**src/rtl/irq_entry_pkg.sv**
```systemverilog
package irq_entry_pkg;
   typedef enum logic [3:0] {
      ST_IDLE, ST_DUMA, ST_DUMB, ST_DUMC, ST_PSH_H, ST_PSH_L,
      ST_DUMD, ST_DUME, ST_PSH_P, ST_VEC_L, ST_VEC_H
   } entry_state_t;

   localparam int FLAG_I = 2;
   localparam int FLAG_D = 3;
   localparam int FLAG_B = 4;
   localparam int FLAG_T = 5;
   localparam int NUM_SRC = 3;
endpackage

```
**src/rtl/irq_arbiter.sv**
```systemverilog
module irq_arbiter #(
   parameter int ADDR_W = 16,
   parameter bit SAMPLE_REG = 1'b1,
   parameter logic [ADDR_W-1:0] VEC_TIMER = 16'hFFFA,
   parameter logic [ADDR_W-1:0] VEC_EXT1 = 16'hFFF8,
   parameter logic [ADDR_W-1:0] VEC_EXT2 = 16'hFFF6
) (
   input  logic clk,
   input  logic rst_n,
   input  logic [irq_entry_pkg::NUM_SRC-1:0] req,
   input  logic mask,
   output logic any_pend,
   output logic [ADDR_W-1:0] vec_sel
);
   localparam int N = irq_entry_pkg::NUM_SRC;
   logic [N-1:0] pend;

   generate
      if (SAMPLE_REG) begin : g_reg
         always_ff @(posedge clk or negedge rst_n) begin
            if (!rst_n) pend <= '0;
            else        pend <= mask ? '0 : req;
         end
      end else begin : g_comb
         assign pend = mask ? '0 : req;
      end
   endgenerate

   assign any_pend = |pend;

   always_comb begin
      if (pend[2])      vec_sel = VEC_TIMER;
      else if (pend[1]) vec_sel = VEC_EXT1;
      else              vec_sel = VEC_EXT2;
   end
endmodule

```
**src/rtl/entry_fsm.sv**
```systemverilog
module entry_fsm #(
   parameter int ADDR_W = 16,
   parameter int DATA_W = 8,
   parameter logic [ADDR_W-1:0] STACK_BASE = 16'h2100,
   parameter logic [ADDR_W-1:0] VEC_BRK = 16'hFFF6
) (
   input  logic clk,
   input  logic rst_n,
   input  logic boundary,
   input  logic brk_req,
   input  logic any_pend,
   input  logic [ADDR_W-1:0] vec_sel,
   input  logic [ADDR_W-1:0] pc_in,
   input  logic [DATA_W-1:0] status_in,
   input  logic [7:0] sp_in,
   input  logic [DATA_W-1:0] bus_rdata,
   output logic [ADDR_W-1:0] bus_addr,
   output logic [DATA_W-1:0] bus_wdata,
   output logic bus_rd,
   output logic bus_wr,
   output logic sp_dec,
   output logic [DATA_W-1:0] status_out,
   output logic status_we,
   output logic [ADDR_W-1:0] pc_out,
   output logic pc_we,
   output logic done,
   output logic busy
);
   import irq_entry_pkg::*;
   localparam int HALF = ADDR_W / 2;
   localparam logic [DATA_W-1:0] B_MASK = DATA_W'(1) << FLAG_B;
   localparam logic [DATA_W-1:0] DT_MASK = (DATA_W'(1) << FLAG_D) | (DATA_W'(1) << FLAG_T);
   localparam logic [DATA_W-1:0] I_MASK = DATA_W'(1) << FLAG_I;

   entry_state_t state, nxt;
   logic [ADDR_W-1:0] pc_q, vec_q;
   logic [DATA_W-1:0] p_q, lo_q;
   logic [7:0] sp_q;
   logic brk_q;
   logic [ADDR_W-1:0] stack_addr;

   assign stack_addr = STACK_BASE + {{(ADDR_W-8){1'b0}}, sp_q};

   always_comb begin
      case (state)
         ST_DUMA:  nxt = ST_DUMB;
         ST_DUMB:  nxt = ST_DUMC;
         ST_DUMC:  nxt = ST_PSH_H;
         ST_PSH_H: nxt = ST_PSH_L;
         ST_PSH_L: nxt = ST_DUMD;
         ST_DUMD:  nxt = ST_DUME;
         ST_DUME:  nxt = ST_PSH_P;
         ST_PSH_P: nxt = ST_VEC_L;
         ST_VEC_L: nxt = ST_VEC_H;
         default:  nxt = ST_IDLE;
      endcase
   end

   always_ff @(posedge clk or negedge rst_n) begin
      if (!rst_n) begin
         state <= ST_IDLE;
         pc_q  <= '0;
         vec_q <= '0;
         p_q   <= '0;
         lo_q  <= '0;
         sp_q  <= '0;
         brk_q <= 1'b0;
      end else if (state == ST_IDLE) begin
         if (boundary && (brk_req || any_pend)) begin
            state <= brk_req ? ST_DUMC : ST_DUMA;
            vec_q <= brk_req ? VEC_BRK : vec_sel;
            brk_q <= brk_req;
            pc_q  <= pc_in;
            p_q   <= status_in;
            sp_q  <= sp_in;
         end
      end else begin
         state <= nxt;
         if (sp_dec) sp_q <= sp_q - 8'd1;
         if (state == ST_VEC_L) lo_q <= bus_rdata;
      end
   end

   always_comb begin
      bus_addr   = pc_q;
      bus_wdata  = '0;
      bus_rd     = 1'b0;
      bus_wr     = 1'b0;
      sp_dec     = 1'b0;
      status_out = (p_q & ~DT_MASK) | I_MASK;
      status_we  = 1'b0;
      pc_out     = {bus_rdata, lo_q};
      pc_we      = 1'b0;
      done       = 1'b0;
      case (state)
         ST_DUMA, ST_DUMB, ST_DUMC, ST_DUMD, ST_DUME: bus_rd = 1'b1;
         ST_PSH_H: begin
            bus_wr = 1'b1; sp_dec = 1'b1; bus_addr = stack_addr;
            bus_wdata = pc_q[ADDR_W-1:HALF];
         end
         ST_PSH_L: begin
            bus_wr = 1'b1; sp_dec = 1'b1; bus_addr = stack_addr;
            bus_wdata = pc_q[HALF-1:0];
         end
         ST_PSH_P: begin
            bus_wr = 1'b1; sp_dec = 1'b1; bus_addr = stack_addr;
            bus_wdata = brk_q ? (p_q | B_MASK) : (p_q & ~B_MASK);
            status_we = 1'b1;
         end
         ST_VEC_L: begin bus_rd = 1'b1; bus_addr = vec_q; end
         ST_VEC_H: begin
            bus_rd = 1'b1; bus_addr = vec_q + 1'b1;
            pc_we = 1'b1; done = 1'b1;
         end
         default: ;
      endcase
   end

   assign busy = (state != ST_IDLE);


   rd_wr_excl_chk: assert property (@(posedge clk) disable iff (!rst_n)
      $onehot0({bus_rd, bus_wr}));

   push_page_chk: assert property (@(posedge clk) disable iff (!rst_n)
      bus_wr |-> bus_addr[ADDR_W-1:8] == STACK_BASE[ADDR_W-1:8]);

   sp_step_chk: assert property (@(posedge clk) disable iff (!rst_n)
      sp_dec |=> (sp_q == $past(sp_q) - 8'd1));

   done_idle_chk: assert property (@(posedge clk) disable iff (!rst_n)
      done |=> !busy);

   no_entry_chk: assert property (@(posedge clk) disable iff (!rst_n)
      (!busy && boundary && !brk_req && !any_pend) |=> !busy);

   brk_bit_chk: assert property (@(posedge clk) disable iff (!rst_n)
      (status_we && bus_wr) |-> (bus_wdata[FLAG_B] == brk_q));
endmodule

```
**src/rtl/irq_entry_seq.sv**
```systemverilog
module irq_entry_seq #(
   parameter int ADDR_W = 16,
   parameter int DATA_W = 8,
   parameter bit SAMPLE_REG = 1'b1,
   parameter logic [ADDR_W-1:0] STACK_BASE = 16'h2100,
   parameter logic [ADDR_W-1:0] VEC_TIMER = 16'hFFFA,
   parameter logic [ADDR_W-1:0] VEC_EXT1 = 16'hFFF8,
   parameter logic [ADDR_W-1:0] VEC_EXT2 = 16'hFFF6
) (
   input  logic clk,
   input  logic rst_n,
   input  logic req_timer,
   input  logic req_ext1,
   input  logic req_ext2,
   input  logic boundary,
   input  logic brk_req,
   input  logic [ADDR_W-1:0] pc_in,
   input  logic [DATA_W-1:0] status_in,
   input  logic [7:0] sp_in,
   input  logic [DATA_W-1:0] bus_rdata,
   output logic [ADDR_W-1:0] bus_addr,
   output logic [DATA_W-1:0] bus_wdata,
   output logic bus_rd,
   output logic bus_wr,
   output logic sp_dec,
   output logic [DATA_W-1:0] status_out,
   output logic status_we,
   output logic [ADDR_W-1:0] pc_out,
   output logic pc_we,
   output logic done,
   output logic busy
);
   generate
      if (DATA_W != 8) begin : g_bad_data
         $error("irq_entry_seq: DATA_W must be 8");
      end
      if (ADDR_W != 2 * DATA_W) begin : g_bad_addr
         $error("irq_entry_seq: ADDR_W must be twice DATA_W");
      end
   endgenerate

   logic any_pend;
   logic [ADDR_W-1:0] vec_sel;

   irq_arbiter #(
      .ADDR_W(ADDR_W), .SAMPLE_REG(SAMPLE_REG),
      .VEC_TIMER(VEC_TIMER), .VEC_EXT1(VEC_EXT1), .VEC_EXT2(VEC_EXT2)
   ) u_arb (
      .clk(clk), .rst_n(rst_n),
      .req({req_timer, req_ext1, req_ext2}),
      .mask(status_in[irq_entry_pkg::FLAG_I]),
      .any_pend(any_pend), .vec_sel(vec_sel)
   );

   entry_fsm #(
      .ADDR_W(ADDR_W), .DATA_W(DATA_W),
      .STACK_BASE(STACK_BASE), .VEC_BRK(VEC_EXT2)
   ) u_fsm (
      .clk(clk), .rst_n(rst_n), .boundary(boundary), .brk_req(brk_req),
      .any_pend(any_pend), .vec_sel(vec_sel), .pc_in(pc_in),
      .status_in(status_in), .sp_in(sp_in), .bus_rdata(bus_rdata),
      .bus_addr(bus_addr), .bus_wdata(bus_wdata), .bus_rd(bus_rd),
      .bus_wr(bus_wr), .sp_dec(sp_dec), .status_out(status_out),
      .status_we(status_we), .pc_out(pc_out), .pc_we(pc_we),
      .done(done), .busy(busy)
   );
endmodule

```
**config.mk**
```make
export PLATFORM = sky130hd
export DESIGN_NAME = irq_entry_seq
export DESIGN_NICKNAME = d
export VERILOG_FILES = /design/src/rtl/irq_entry_pkg.sv /design/src/rtl/irq_arbiter.sv /design/src/rtl/entry_fsm.sv /design/src/rtl/irq_entry_seq.sv
export SDC_FILE = /design/constraint.sdc
export NUM_CORES = 1
export LEC_CHECK = 0
export ABC_AREA = 0
export CAP_MARGIN = 0
export CORE_MARGIN = 10
export CORE_UTILIZATION = 52
export CTS_BUF_LIST = sky130_fd_sc_hd__clkbuf_8 sky130_fd_sc_hd__clkbuf_16
export DETAILED_ROUTE_END_ITERATION = 6
export DONT_BUFFER_PORTS = 1
export HOLD_SLACK_MARGIN = 0.02
export PLACE_DENSITY = 0.67
export SLEW_MARGIN = 20
export SYNTH_ARGS = -nofsm -noshare
export SYNTH_HDL_FRONTEND = slang
export SYNTH_SLANG_ARGS = --single-unit
```
**constraint.sdc**
```tcl
create_clock -name clk -period 3.1 [get_ports clk]
set_input_delay 0.31 -clock clk [delete_from_list [all_inputs] [get_ports clk]]
set_output_delay 0.31 -clock clk [all_outputs]
set_load 0.005 [all_outputs]
```
==> flow_summary_export.csv <==
group,metric,value,unit
run_status,outcome,"finished clean",
timing,final-setup-viol-count,0,
global_routing,grt_pass1_vias,2188,
layout,layout.cells.non_filler,367,
clock_network,cts_tree,"yes",
place,place_area,2760,um2
power,powerDensity,1030,nW/um2
worst_setup_path,max_stage_delay,0.46,ns
layout,fin_util,55.5,%
worst_setup_path,path_buf_inv,2,
timing,drv_slew,0,
synthesis,syn-instance-count,315,
synthesis,synth_edf_count,0,
layout,drive_gt1_share,10.8,%
timing,finalCriticalPeriod,2.74,ns
global_routing,grt_max_degree,53,
detailed_routing,first_iter_violations,132,
floorplanning,die-area,8890,um2
timing,max_freq,0.365,GHz
synthesis,yosys.cell_types.count,52,
layout,layout_common_cells,"nand2_1 (101), dfrtp_1 (52), nor2_1 (14)",
worst_setup_path,crit_arrival,2.43,ns
place,place_inst,356,
detailed_routing,vias,2170,
worst_setup_path,critPathTopFamily,"compound AO/OA/AOI/OAI gates",
clock_network,cts_setup_buffers,0,
clock_network,cts_buffers,5,
place,portBuffers,0,
timing,rsz0062_at_grt,"false",
timing,period_share,88.4,%
clock_network,root_buffer,"clkbuf_8",
floorplanning,rows,26,
timing,skew,0.00881,ns
timing,tns,0,ns
clock_network,cts-htree-levels,2,
clock_network,worst_skew_pair.late_latency,0.31,ns
floorplanning,core_area,5240,um2
power,irDropWorstVdd,0.000480,V
worst_setup_path,cp-start-kind,"register",
layout,final_common_cell,"nand2_1",
place,place_ws,0.562,ns
synthesis,syn-cell-area,2870,um2
timing,worstMarginPinSlew,0.519,ns
global_routing,grt.total_usage,16.6,%
synthesis,synth_seq_cells,52,
worst_setup_path,cp.required,2.79,ns
global_routing,grt_pass1_wl,11700,um
timing,setup_ws,0.361,ns
clock_network,clk_path_buf_depth,2,
worst_setup_path,worstSetupEndpointType,"primary output",
clock_network,clk_pin_slew_worst_paths,0.10,ns
worst_setup_path,r2r-start,"u_fsm.state[0]",
worst_setup_path,slowest_stage,"dfrtp_1",
worst_setup_path,cp-startpoint,"u_fsm.state[0]",
detailed_routing,drc,0,
floorplanning,start_util,54.8,%
synthesis,yosysSeqAreaShare,45.4,%
timing,relSlewSlack,65.0,%
power,p_leak,1.42,nW
synthesis,avgSynthCellArea,9.11,um2
detailed_routing,drtAntennaViolNets,0,
worst_setup_path,cp_max_fo,20,
clock_network,clock_sinks,52,
synthesis,async_flop_share,100,%
layout,stdcell_area,2910,um2
worst_hold_path,hold_class,"input pin to register",
floorplanning,fp.dieH,94.3,um
detailed_routing,firstDrtPassIters,4,
floorplanning,ios,102,
power,p_total,2.99,mW
floorplanning,die_w,94.3,um
run,max_cap_viol_count,0,
worst_setup_path,path_cells,"inv_1 > ha_1 > or2_2 > a21oi_4 > inv_4 > a221o_1",
worst_hold_path,min_from,"status_in[2]",
layout,area_growth,1.35,%
global_routing,antenna_found_initial,0,
worst_setup_path,crit_type,"register to primary output",
layout,nets,349,
detailed_routing,routed_wl,7400,um
detailed_routing,viasPerCell,5.91,
place,detailed_place_hpwl,5470,um
layout,diodes,0,
detailed_routing,post_drt_wl_per_cell,20.2,um
synthesis,ys.warnings.count,0,
timing,hold_viol_final,0,
place,place.gp.congestion,0.869,
timing,hold-worst-slack,0.0406,ns
synthesis,synth_flop_cell,"dfrtp_1",
global_routing,gr-total-overflow,0,
[cells in the mapped netlist (all sizes together) (2+ instances only)]
library cell	count	area share, %
nand4	2	0.44
nor2b	5	1.1
a31oi	2	0.44
or3	2	0.44
nand2b	4	0.87
a21oi	5	1.3
nand2	101	13
a21o	7	1.8
a22oi	9	2.4
clkbuf	5	0.65
ha	6	2.6
nor2	15	2.0
o211ai	3	0.78
o221a	2	0.78
nor3b	4	1.4
nand3	2	0.35
conb	2	0.26
buf	28	7.1
or2	2	0.44
and2	3	0.65
mux2	8	3.1
a221oi	2	0.83
mux2i	2	0.70
a221o	7	2.4
and3b	2	0.74
inv	8	1.1
dfrtp	52	45
nor3	6	1.0
a211o	2	0.61
a211oi	3	0.78
[registers in the layout, indices dropped and copies added (netlist names)]
name and flops:
u_fsm.pc_q 16, u_fsm.lo_q 8, u_fsm.p_q 8, u_fsm.sp_q 8
u_fsm.state 4, u_fsm.vec_q 4, u_arb.pend 3, u_fsm.brk_q 1
[cell families after synthesis]
kind of cell             count (synthesis)  synth area share (%)
other                                    2                 0.262
multiplexers                            10                  3.84
flip-flops                              52                  45.4
AO/OA/AOI/OAI                           52                  15.3
adder cells (fa/ha/maj)                  6                  2.62
buffers and inverters                   41                  8.85
AND/OR/NAND/NOR                        152                  23.8
[cell type report]
| cell class | instances | area (um2) |
|---|---|---|
| clock inverter | 3 | 27.5 |
| tap | 70 | 87.6 |
| clock buffer | 5 | 68.8 |
| fill | 500 | 2330 |
| multi-input combinational | 223 | 1320 |
| timing repair buffer | 6 | 70.1 |
| sequential | 52 | 1300 |
| inverter | 8 | 32.5 |
[where the power goes]
group | internal, mW | switching (mW)
Clock | 0.166 | 0.249
Combinational | 0.546 | 0.768
Sequential | 0.972 | 0.287
[worst reg2reg max path, cell delays in order, from the launching register on]
cell,delay (ns)
dfrtp_1,0.46
inv_1,0.12
ha_1,0.29
nor3b_4,0.43
inv_2,0.20
nor2_2,0.45
buf_4,0.34
nor2_1,0.07
a31oi_1,0.13
[repair_timing]
item	in CTS	in global routing
endpoints found under the hold margin	52	2
gates resized for setup	0	0
hold buffers	2	1
setup endpoints to repair	0	0
[layer usage]
| layer | GRT usage, % | part of all wire (%) | vias to the layer above |
|---|---|---|---|
| met5 | 0 | 0 | - |
| li1 | - | - | 1016 |
| met2 | 25.7 | 46 | 77 |
| met3 | 6.24 | 9.7 | 10 |
| met1 | 21.1 | 43 | 1067 |
| met4 | 4.30 | 1.2 | 0 |
[worst paths after layout]
kind                                         to  slack (ns)  cells past startpoint
worst max-delay path                bus_addr[4]        0.36                      6
worst min-delay path              u_arb.pend[2]        0.04                      1
worst max register to register   u_fsm.vec_q[1]        0.54                      8
worst min register to register  u_fsm.vec_q[14]        0.48                      1
max in group asynchronous          u_fsm.p_q[7]        2.36                      2
min in group asynchronous         u_fsm.sp_q[3]        0.49                      2
Note: power is estimated with default switching activity, not from simulation.
